### src/rtl/banked_rf_pkg.sv
package banked_rf_pkg;

  localparam logic [4:0] MODE_USR = 5'b10000;
  localparam logic [4:0] MODE_FIQ = 5'b10001;
  localparam logic [4:0] MODE_IRQ = 5'b10010;
  localparam logic [4:0] MODE_SVC = 5'b10011;
  localparam logic [4:0] MODE_ABT = 5'b10111;
  localparam logic [4:0] MODE_UND = 5'b11011;
  localparam logic [4:0] MODE_SYS = 5'b11111;

  typedef enum logic [2:0] {
    BANK_USR = 3'd0,
    BANK_FIQ = 3'd1,
    BANK_IRQ = 3'd2,
    BANK_SVC = 3'd3,
    BANK_ABT = 3'd4,
    BANK_UND = 3'd5
  } bank_e;

  localparam int NUM_EXC      = 5;
  localparam int NUM_LOGICAL  = 16;
  localparam int SHARED_N     = 8;
  localparam int FAST_FIRST   = 8;
  localparam int FAST_N       = 5;
  localparam int STACK_FIRST  = 13;
  localparam int STACK_N      = 2;
  localparam int PC_IDX       = 15;

  localparam int FAST_BASE    = SHARED_N + FAST_N;
  localparam int STACK_BASE   = FAST_BASE + FAST_N;
  localparam int PC_SLOT      = STACK_BASE + STACK_N * (NUM_EXC + 1);
  localparam int NUM_SLOTS    = PC_SLOT + 1;
  localparam int SLOT_W       = $clog2(NUM_SLOTS);
  localparam int IDX_W        = $clog2(NUM_LOGICAL);

  function automatic bank_e mode_to_bank(input logic [4:0] mode);
    bank_e b;
    case (mode)
      MODE_FIQ: b = BANK_FIQ;
      MODE_IRQ: b = BANK_IRQ;
      MODE_SVC: b = BANK_SVC;
      MODE_ABT: b = BANK_ABT;
      MODE_UND: b = BANK_UND;
      default:  b = BANK_USR;
    endcase
    return b;
  endfunction

endpackage

### src/rtl/bank_map.sv
module bank_map
  import banked_rf_pkg::*;
(
  input  bank_e             bank_i,
  input  logic [IDX_W-1:0]  idx_i,
  output logic [SLOT_W-1:0] slot_o
);

  int idx;
  int slot;

  always_comb begin
    idx = int'(idx_i);
    if (idx < SHARED_N) begin
      slot = idx;
    end else if (idx < FAST_FIRST + FAST_N) begin
      slot = (bank_i == BANK_FIQ) ? FAST_BASE + (idx - FAST_FIRST) : idx;
    end else if (idx < STACK_FIRST + STACK_N) begin
      slot = STACK_BASE + STACK_N * int'(bank_i) + (idx - STACK_FIRST);
    end else begin
      slot = PC_SLOT;
    end
    slot_o = SLOT_W'(slot);
  end

endmodule

### src/rtl/gpr_store.sv
module gpr_store
  import banked_rf_pkg::*;
#(
  parameter int DATA_W = 32
) (
  input  logic              clk_i,
  input  logic              rst_ni,
  input  logic              wr_en_i,
  input  logic [SLOT_W-1:0] wr_slot_i,
  input  logic [DATA_W-1:0] wr_data_i,
  input  logic [SLOT_W-1:0] rd_a_slot_i,
  input  logic [SLOT_W-1:0] rd_b_slot_i,
  output logic [DATA_W-1:0] rd_a_o,
  output logic [DATA_W-1:0] rd_b_o
);

  localparam int DEPTH = 2 ** SLOT_W;

  logic [DEPTH-1:0][DATA_W-1:0] mem_q;

  for (genvar s = 0; s < DEPTH; s++) begin : g_slot
    if (s < NUM_SLOTS) begin : g_live
      always_ff @(posedge clk_i or negedge rst_ni) begin
        if (!rst_ni) begin
          mem_q[s] <= '0;
        end else if (wr_en_i && (wr_slot_i == SLOT_W'(s))) begin
          mem_q[s] <= wr_data_i;
        end
      end
    end else begin : g_pad
      assign mem_q[s] = '0;
    end
  end

  assign rd_a_o = mem_q[rd_a_slot_i];
  assign rd_b_o = mem_q[rd_b_slot_i];

  assert_idle_stable_R10: assert property (@(posedge clk_i) disable iff (!rst_ni)
    !wr_en_i |=> $stable(mem_q));

  assert_slot_in_range_R3: assert property (@(posedge clk_i) disable iff (!rst_ni)
    wr_en_i |-> (int'(wr_slot_i) < NUM_SLOTS));

endmodule

### src/rtl/saved_bank.sv
module saved_bank
  import banked_rf_pkg::*;
#(
  parameter int DATA_W = 32
) (
  input  logic              clk_i,
  input  logic              rst_ni,
  input  bank_e             bank_i,
  input  logic              wr_en_i,
  input  logic [DATA_W-1:0] wr_data_i,
  output logic [DATA_W-1:0] rd_o
);

  logic [NUM_EXC-1:0][DATA_W-1:0] sv_q;

  for (genvar e = 0; e < NUM_EXC; e++) begin : g_exc
    always_ff @(posedge clk_i or negedge rst_ni) begin
      if (!rst_ni) begin
        sv_q[e] <= '0;
      end else if (wr_en_i && (int'(bank_i) == e + 1)) begin
        sv_q[e] <= wr_data_i;
      end
    end
  end

  always_comb begin
    rd_o = '0;
    for (int e = 0; e < NUM_EXC; e++) begin
      if (int'(bank_i) == e + 1) rd_o = sv_q[e];
    end
  end

  assert_usr_write_ignored_R7: assert property (@(posedge clk_i) disable iff (!rst_ni)
    (wr_en_i && bank_i == BANK_USR) |=> $stable(sv_q));

  assert_saved_written_R6: assert property (@(posedge clk_i) disable iff (!rst_ni)
    (wr_en_i && bank_i != BANK_USR) |=> ($stable(bank_i) -> rd_o == $past(wr_data_i)));

endmodule

### src/rtl/banked_regfile.sv
module banked_regfile
  import banked_rf_pkg::*;
#(
  parameter int DATA_W = 32
) (
  input  logic              clk_i,
  input  logic              rst_ni,
  input  logic [4:0]        mode_i,
  input  logic [3:0]        rd_a_idx_i,
  output logic [DATA_W-1:0] rd_a_data_o,
  input  logic [3:0]        rd_b_idx_i,
  output logic [DATA_W-1:0] rd_b_data_o,
  input  logic              wr_en_i,
  input  logic [3:0]        wr_idx_i,
  input  logic [DATA_W-1:0] wr_data_i,
  input  logic              stat_we_i,
  input  logic [DATA_W-1:0] stat_wdata_i,
  output logic [DATA_W-1:0] stat_o,
  input  logic              saved_we_i,
  input  logic [DATA_W-1:0] saved_wdata_i,
  output logic [DATA_W-1:0] saved_o
);

  bank_e             bank;
  logic [SLOT_W-1:0] slot_a, slot_b, slot_w;
  logic [DATA_W-1:0] stat_q;

  assign bank = mode_to_bank(mode_i);

  bank_map u_map_a (.bank_i(bank), .idx_i(rd_a_idx_i), .slot_o(slot_a));
  bank_map u_map_b (.bank_i(bank), .idx_i(rd_b_idx_i), .slot_o(slot_b));
  bank_map u_map_w (.bank_i(bank), .idx_i(wr_idx_i),   .slot_o(slot_w));

  gpr_store #(.DATA_W(DATA_W)) u_gpr (
    .clk_i       (clk_i),
    .rst_ni      (rst_ni),
    .wr_en_i     (wr_en_i),
    .wr_slot_i   (slot_w),
    .wr_data_i   (wr_data_i),
    .rd_a_slot_i (slot_a),
    .rd_b_slot_i (slot_b),
    .rd_a_o      (rd_a_data_o),
    .rd_b_o      (rd_b_data_o)
  );

  saved_bank #(.DATA_W(DATA_W)) u_saved (
    .clk_i     (clk_i),
    .rst_ni    (rst_ni),
    .bank_i    (bank),
    .wr_en_i   (saved_we_i),
    .wr_data_i (saved_wdata_i),
    .rd_o      (saved_o)
  );

  always_ff @(posedge clk_i or negedge rst_ni) begin
    if (!rst_ni) stat_q <= '0;
    else if (stat_we_i) stat_q <= stat_wdata_i;
  end

  assign stat_o = stat_q;

  assert_rd_after_wr_R10: assert property (@(posedge clk_i) disable iff (!rst_ni)
    wr_en_i |=> ((rd_a_idx_i == $past(wr_idx_i) && mode_i == $past(mode_i))
                 -> rd_a_data_o == $past(wr_data_i)));

  assert_low_shared_R1: assert property (@(posedge clk_i) disable iff (!rst_ni)
    (wr_en_i && wr_idx_i < 4'd8) |=>
      ((rd_b_idx_i == $past(wr_idx_i)) -> rd_b_data_o == $past(wr_data_i)));

  assert_pc_shared_R4: assert property (@(posedge clk_i) disable iff (!rst_ni)
    (wr_en_i && wr_idx_i == 4'd15) |=>
      ((rd_a_idx_i == 4'd15) -> rd_a_data_o == $past(wr_data_i)));

  assert_stat_hold_R5: assert property (@(posedge clk_i) disable iff (!rst_ni)
    !stat_we_i |=> $stable(stat_o));

  assert_saved_zero_R7: assert property (@(posedge clk_i) disable iff (!rst_ni)
    (mode_i == MODE_USR || mode_i == MODE_SYS) |-> saved_o == '0);

endmodule

### config.mk
export PLATFORM = sky130hd
export DESIGN_NAME = banked_regfile
export DESIGN_NICKNAME = d
export VERILOG_FILES = /design/src/rtl/banked_rf_pkg.sv /design/src/rtl/bank_map.sv /design/src/rtl/gpr_store.sv /design/src/rtl/saved_bank.sv /design/src/rtl/banked_regfile.sv
export SDC_FILE = /design/constraint.sdc
export NUM_CORES = 2
export LEC_CHECK = 0
export BUFFER_PORTS_ARGS = -buffer_cell sky130_fd_sc_hd__clkbuf_2
export CAP_MARGIN = 5
export CORE_ASPECT_RATIO = 0.6
export CORE_MARGIN = 2
export CORE_UTILIZATION = 25
export DETAILED_ROUTE_END_ITERATION = 12
export GPL_TIMING_DRIVEN = 0
export PLACE_DENSITY = 0.5
export SYNTH_ARGS = -nofsm -noshare
export SYNTH_HDL_FRONTEND = slang
export SYNTH_SLANG_ARGS = --single-unit
### constraint.sdc
create_clock -name clk_i -period 6.4 [get_ports clk_i]
set_input_delay 1.28 -clock clk_i [delete_from_list [all_inputs] [get_ports clk_i]]
set_output_delay 1.28 -clock clk_i [all_outputs]
set_load 0.03 [all_outputs]
### Yosys cells after proc, flatten, opt, wreduce, memory -nomap -nowiden

Index checks and enable logic that the tools add are counted.
W data, S select, Z words.

* input port bits: 118
* flip-flop bits (word level): 1184
* word-level logic and storage cells: 161
* output and inout port bits: 128

* multiplexer cells: 22
* add/sub/neg operators: 13
* reduce and logical (&&, ||, !) cells: 37
* equality and inequality tests: 41
* $lt $le $gt $ge: 11

Operators by type and width (count)
* $bmux W32 S5: 2
* $mux W32: 7
* $eq A5 B5 Y1 const B: 20
* $mux W5: 12
* $eq A5 B4 Y1 const B: 8
* $logic_and A1 B1 Y1: 36
* $lt A4 B4 Y1 const B: 9
* $sub A4 B4 Y5 const B: 6
* $eq A5 B3 Y1 const B: 4
* $add A5 B5 Y5: 3
* $add A5 B5 Y5 const A: 3
* $pmux W3 S5: 1
* $eq A3 B3 Y1 const B: 4
* $lt A5 B6 Y1 const B: 2
* $eq A5 B2 Y1 const B: 2
* $add A5 B4 Y5 const A: 1
* $eq A5 B1 Y1 const B: 1
* $logic_not A5 Y1: 1
* $eq A3 B1 Y1 const B: 1
* $eq A3 B2 Y1 const B: 1

### Logic depth before layout (Yosys ltp)

* word-level depth: 9
* mapped depth: 19
* depth with buffers taken out: 14

### Hierarchy

Synthesis repeated with hierarchy kept, for this count alone.

* cell total of the unflattened synthesis: 4470
* area total of the unflattened synthesis: 63251.9 sq um

By module, submodules not included
* gpr_store: cells an instance 3794, sequential area each 24823.8 sq um, area an instance 53647.7 sq um, times used 1
* saved_bank: cells an instance 460, sequential area each 4003.8 sq um, area an instance 7100.6 sq um, times used 1
* banked_regfile: cells an instance 75, sequential area each 800.8 sq um, area an instance 1385.1 sq um, times used 1
* bank_map: cells an instance 47, sequential area each 0.0 sq um, area an instance 372.9 sq um, times used 3

### Worst setup path after synthesis

No wires, ideal clock.

* kind: input port to output port
* start: in mode_i[1]
* end: out rd_a_data_o[30]
* stages: 18
* slack: -722 ps
* data required time: 5120 ps
* arrival: 5842 ps
* path buffers: 4
* path through: clkbuf_1 > clkbuf_1 > nor2b_1 > nor3_1 > nand2_1 > nand2_1 > ha_1 > inv_1 > fa_1 > nor2_1 > o21a_1 > nor3_2 > buf_2 > buf_2 > nand3_1 > nand4_1 > a31oi_1 > a2111oi_0

* longest elaborated chain between the ends: 9

Ends and longest elaborated chain
* from (decl): line banked_regfile.sv:8 `input logic [4:0] mode_i,`
* $eq A5 B5 Y1: line banked_rf_pkg.sv:38 `case (mode)`
* $pmux W3 S5 (*): line banked_rf_pkg.sv:38
* $add A5 B4 Y5: line bank_map.sv:19 `slot = STACK_BASE + STACK_N * int'(bank_i) + (idx - STACK_FIRST);`
* $add A5 B5 Y5: line bank_map.sv:19
* $mux W5: line bank_map.sv:18 `end else if (idx < STACK_FIRST + STACK_N) begin`
* $mux W5 (*): line bank_map.sv:16 `end else if (idx < FAST_FIRST + FAST_N) begin`
* $mux W5 (*): line bank_map.sv:14 `if (idx < SHARED_N) begin`
* $bmux W32 S5 (*): line gpr_store.sv:35 `assign rd_a_o = mem_q[rd_a_slot_i];`
* $mux W32 (not written as such) (*): line gpr_store.sv:35
* to (decl): line banked_regfile.sv:10 `output logic [DATA_W-1:0] rd_a_data_o,`

Every way passes the cells marked *; elsewhere a longest branch is shown, timed or not. The select of a mux whose other input is x is not followed.

### Final worst setup path

* start: in mode_i[2]
* end: out rd_a_data_o[29]

Same word-level chain as after synthesis.

==> results by stage <==
Status:
- The flow ran to the end, but the final reports show violations.
- The final reports fail on setup timing.

Power and ir drop:
- The relative contribution of the clock network to total power is between 30% and 40%.
- Combinational logic is responsible for 30.9% of the overall power.
- The share of power burned in registers is between 30 and 40%.
- The ratio of total power to cell area is between 300 and 400 mW/mm².
- Summed over all cells, the static leakage comes to about 36 nW.
- The switching power is 10.1 mW.
- Of the total power, the share spent switching nets is 37.0%.
- The internal portion of the total power is about 17 mW.
- VDD sags by at most ~0.21 mV.

Detailed routing:
- Summed over all layers, the routed wires come to roughly 360 mm.
- The number of antenna-violating nets in the routed design is 0.
- For this run, design rule violations remaining after detail routing come to 0.
- The average routed wire per standard cell is between 30 and 40 µm.
- The number of violations reported at the end of detailed-routing iteration 0 is roughly 8700.
- The number of optimization iterations in the first detailed-route pass is 7.
- The total number of vias is just under 60000.
- The per-cell via count in the routed design is about 5.8.

Final layout:
- Once layout is done, the placed cells without fillers occupy between 0.08 and 0.09 mm².
- The layout-stage area growth over the synthesis result is 28.7%.
- The core occupancy in the finished layout is 32.4%.
- Excluding fillers, the count of instances in the completed layout stands at around 10000.
- After the last flow step, the layout net total stands at between 6000 and 7000.
- The layout filler cell count is 25944.
- Cells with a size suffix above 1 make up between 40% and 50% of the layout.

Clock tree:
- The deepest level of the CTS H-tree is 4.
- The longest clock path from root to sink contains 4 buffers.
- The number of clock buffers inserted by TritonCTS is 143.
- The clock transition at the register clock pins on the worst setup and hold paths after CTS is 0.07 ns.
- The number of sinks handled by clock tree synthesis is 1184.
- For this design, the CTS-stage hold fixing added 0 buffers.
- The clock tree from TritonCTS is done.
- Clock tree synthesis selected as its root buffer the cell sky130_fd_sc_hd__clkbuf_16.
- The clock reaches the later pin of the worst-skew pair after 0.83 ns.

STA:
- Between clock sinks in the finished design, the worst skew comes to 0 ns.
- Setup repair after global routing could not meet its margin everywhere.
- At the pin with the least slew margin, the transition time is between 1 and 1.5 ns.
- The final clock period utilization by the worst path is 107%.
- Subtracting the final worst setup slack from the clock period gives about 7 ns.
- Static timing analysis puts the maximum clock frequency at ~0.15 GHz.
- Final hold analysis gives a worst-case slack of 0.473 ns.
- The post-route setup TNS is -8.42 ns.
- Across all setup checks in the final design, the least slack found is -0.444 ns.
- Setup violations remaining at the end of the flow were counted as 50.
- The headroom to the max-slew limit is 6.88%.
- The number of hold-slack violations in the final timing report is 0.
- The total count of max-transition violations in the final report was 0.

Floorplan:
- between 200 and 250 I/O pins were placed.
- The floorplan has about 140 rows.
- The horizontal extent of the die is 660 µm.
- The die covers between 0.2 and 0.3 mm².
- The die is just under 400 µm tall.
- The effective utilization at floorplan is 25.2%.
- After floorplanning, the core was sized to cover around 0.26 mm².

GRT:
- The layer flagged by global routing as most heavily used is met1.
- The pin count of the biggest net entering global routing is about 110.
- Across every metal layer, demand over resource in global routing totals a little over a quarter.
- The initial antenna violation count came to 24.
- The first global-routing pass estimated 474 mm of wire.
- Global routing used between 30 and 40% of the available met1 tracks.
- The number of global-route vias before repair is between 50000 and 60000.
- For met3 alone, demand over resource in global routing was 14.3%.
- The total congestion overflow is 0.
- The met2 track demand over resource is 31.5%.

Yosys:
- The commonest register cell after synthesis is sky130_fd_sc_hd__dfrtp_1.
- In this run, synthesis produced a sequential element count of between 1000 and 1500.
- The sequential area share after synthesis is a little under half.
- After synthesis, the cell types taking the most area are sky130_fd_sc_hd__dfrtp_1, sky130_fd_sc_hd__mux2_2, sky130_fd_sc_hd__mux2i_1.
- The fraction of synthesized cell area taken by the top area cell type is between 40% and 50%.
- After synthesis, the netlist uses 72 different library cells.
- Synthesis produced a netlist with a net count of roughly 6000.
- After technology mapping, the gate count stands at about 6000.
- The average instance area after synthesis is ~11 µm².
- Counting flops with an async set or reset pin after synthesis yields a share of between 90% and 100%.
- The cell type contributing the most total cell area after synthesis is sky130_fd_sc_hd__dfrtp_1.
- The area of the mapped netlist is about 0.065 mm².
- The number of warnings reported in the yosys synthesis log is 0.
- Yosys mapped a number of flops with a built-in enable equal to 0.

Worst setup path:
- Of all nets on the critical path, the largest fanout is 11.
- The worst setup path is of the in -> out kind.
- Across all register-to-register paths, the minimum setup slack is ~5.4 ns.
- For the worst setup path, the data required time is 5.12 ns.
- The type of element capturing the critical path is an output pin.
- The arrival time reported for the critical path endpoint is between 5 and 6 ns.
- The depth of the worst register-to-register path is 1.
- The worst setup path is launched from an input pin.
- The endpoint of the worst-slack reg-to-reg timing path is u_gpr.mem_q[137].
- In this run the critical register-to-register path is launched from u_gpr.mem_q[137].

Place:
- Once detailed placement completed, the half-perimeter wirelength came to 264 mm.
- At the end of routability-driven placement, the weighted congestion stood at 1.01.
- The count of buffers added on input and output ports is 240.
- The placed instances occupy a cell area of approximately 0.07 mm².
- Once placement completed, the tool counted placed cells totaling approximately 9600.

Flow run:
- Across the run, the number of max-cap violations was 0.

Hold path:
- The type of the most critical hold path is in -> async.
-- area by class of cell --
cell class              instances  area (µm²)  share of cell area (%)
diodes                         27        67.6                  0.0812
plain buffers                 587        4510                    5.42
clock buffers                 204        4150                    4.99
clock inverters                37         318                   0.382
inverters                      35         131                   0.158
multi-input cells            4077       36400                    43.7
flip-flops and latches       1184       29600                    35.6
well taps                    3431        4290                    5.16
repair buffers                401        3770                    4.54
-- cell usage after synthesis (5+ instances only) --
cell	number
sky130_fd_sc_hd__or3_1	8
sky130_fd_sc_hd__clkbuf_1	280
sky130_fd_sc_hd__nor2b_1	45
sky130_fd_sc_hd__a221oi_1	38
sky130_fd_sc_hd__nor3_1	75
sky130_fd_sc_hd__buf_1	71
sky130_fd_sc_hd__a31oi_1	15
sky130_fd_sc_hd__a22oi_1	124
sky130_fd_sc_hd__and3_1	9
sky130_fd_sc_hd__o32a_1	30
sky130_fd_sc_hd__o21ai_0	46
sky130_fd_sc_hd__nand3_1	134
sky130_fd_sc_hd__o211ai_1	13
sky130_fd_sc_hd__o31a_1	53
sky130_fd_sc_hd__a211oi_1	128
sky130_fd_sc_hd__nand2_1	759
sky130_fd_sc_hd__a2111oi_0	35
sky130_fd_sc_hd__a311oi_1	97
sky130_fd_sc_hd__or2_2	6
sky130_fd_sc_hd__nor4_1	33
sky130_fd_sc_hd__dfrtp_1	1184
sky130_fd_sc_hd__o21ai_1	32
sky130_fd_sc_hd__inv_1	34
sky130_fd_sc_hd__mux2_2	1182
sky130_fd_sc_hd__mux2i_1	515
sky130_fd_sc_hd__a21oi_1	352
sky130_fd_sc_hd__nand4_1	7
sky130_fd_sc_hd__a2111oi_1	30
sky130_fd_sc_hd__ha_1	22
sky130_fd_sc_hd__nor2_1	27
sky130_fd_sc_hd__a21o_1	5
sky130_fd_sc_hd__o2bb2ai_1	62
sky130_fd_sc_hd__buf_4	26
sky130_fd_sc_hd__o22ai_1	126
sky130_fd_sc_hd__buf_2	216
sky130_fd_sc_hd__nand2b_1	9
-- layout by cell type (no fill, tap or decap), types with 38 or more instances in the layout --
master	Yosys	final
sky130_fd_sc_hd__dfrtp_1	1184	1184
sky130_fd_sc_hd__mux2_2	1182	1182
sky130_fd_sc_hd__nand2_1	759	741
sky130_fd_sc_hd__mux2i_1	515	506
sky130_fd_sc_hd__a21oi_1	352	341
sky130_fd_sc_hd__clkbuf_2	0	216
sky130_fd_sc_hd__clkbuf_16	0	174
sky130_fd_sc_hd__clkbuf_1	280	150
sky130_fd_sc_hd__buf_4	26	141
sky130_fd_sc_hd__buf_2	216	131
sky130_fd_sc_hd__nand3_1	134	122
sky130_fd_sc_hd__a22oi_1	124	115
sky130_fd_sc_hd__o22ai_1	126	101
sky130_fd_sc_hd__clkbuf_8	0	90
sky130_fd_sc_hd__buf_6	4	88
sky130_fd_sc_hd__a211oi_2	0	74
sky130_fd_sc_hd__nor3_1	75	72
sky130_fd_sc_hd__a311oi_2	0	54
sky130_fd_sc_hd__buf_1	71	53
sky130_fd_sc_hd__o31a_1	53	53
sky130_fd_sc_hd__clkbuf_4	0	47
sky130_fd_sc_hd__a2111oi_4	0	46
sky130_fd_sc_hd__nor2b_1	45	44
sky130_fd_sc_hd__buf_12	0	42
sky130_fd_sc_hd__a211oi_1	128	42
sky130_fd_sc_hd__o2bb2ai_1	62	41
sky130_fd_sc_hd__o21ai_0	46	40
sky130_fd_sc_hd__a221oi_1	38	38
-- flip-flops by register name, indices dropped and copies added (netlist names) --
name / count
stat_o: 32
u_gpr.mem_q: 992
u_saved.sv_q: 160
-- power by group through the flow --
stage	clock (mW)	combinational, mW	sequential (mW)
2_1_floorplan	0	4.28	10.2
3_3_place_gp	0	6.75	10.6
3_5_place_dp	0	6.93	10.6
4_1_cts	8.35	7.72	10.5
5_1_grt	8.66	8.71	10.8
6_report	8.29	8.48	10.6
-- critical path, cell delays in order --
cell,delay (ns)
sky130_fd_sc_hd__buf_2,0.22
sky130_fd_sc_hd__nand4bb_1,0.17
sky130_fd_sc_hd__buf_4,0.18
sky130_fd_sc_hd__nor2_1,0.07
sky130_fd_sc_hd__buf_4,0.21
sky130_fd_sc_hd__o311ai_2,0.83
sky130_fd_sc_hd__buf_2,0.61
sky130_fd_sc_hd__buf_2,0.56
sky130_fd_sc_hd__nand3_1,0.25
sky130_fd_sc_hd__a311oi_4,0.69
sky130_fd_sc_hd__nor4_4,0.21
sky130_fd_sc_hd__clkbuf_8,0.23
-- cell families after synthesis --
kind of cell             count (synthesis)  share of synthesized area, %
multiplexers                          1700                          28.6
AO/OA/AOI/OAI                         1207                          12.9
flip-flops                            1184                          45.8
AND/OR/NAND/NOR                       1139                          7.71
buffers and inverters                  632                          4.29
adder cells (fa/ha/maj)                 25                         0.519
XOR/XNOR                                 6                        0.0813
-- timing repair --
action                     CTS  global route
setup endpoints to repair   64            64
hold endpoints to repair     0             0
gates cloned                 1             2
buffers inserted            75            57
gates resized for setup    930           533
pin swaps                  132           157
-- how the worst max path moves through the flow --
| stage | startpoint | end | slack (ns) | depth (start not counted) |
|---|---|---|---|---|
| 2_1_floorplan | mode_i[1] | rd_a_data_o[31] | 0.03 | 16 |
| 3_3_place_gp | rst_ni | u_gpr.mem_q[892] | -26.57 | 1 |
| 3_5_place_dp | mode_i[1] | rd_a_data_o[19] | -3.37 | 18 |
| 4_1_cts | mode_i[1] | rd_b_data_o[18] | -0.36 | 18 |
| 5_1_grt | mode_i[1] | rd_b_data_o[18] | -0.46 | 18 |
| 6_report | mode_i[2] | rd_a_data_o[29] | -0.44 | 12 |
-- stage by stage --
stage / setup WS [ns] / total power [mW]
2_1_floorplan: 0.0342 / 14.4
3_3_place_gp: -26.57 / 17.3
3_5_place_dp: -3.37 / 17.6
4_1_cts: -0.362 / 26.6
5_1_grt: -0.457 / 28.2
6_report: -0.444 / 27.4
-- metal layers --
metal	wire [µm]	vias to the layer above
li1	-	22868
met1	157000	30270
met2	126000	4268
met3	57800	831
met4	16200	28
met5	894	-
(Power assumes the default switching activity.)
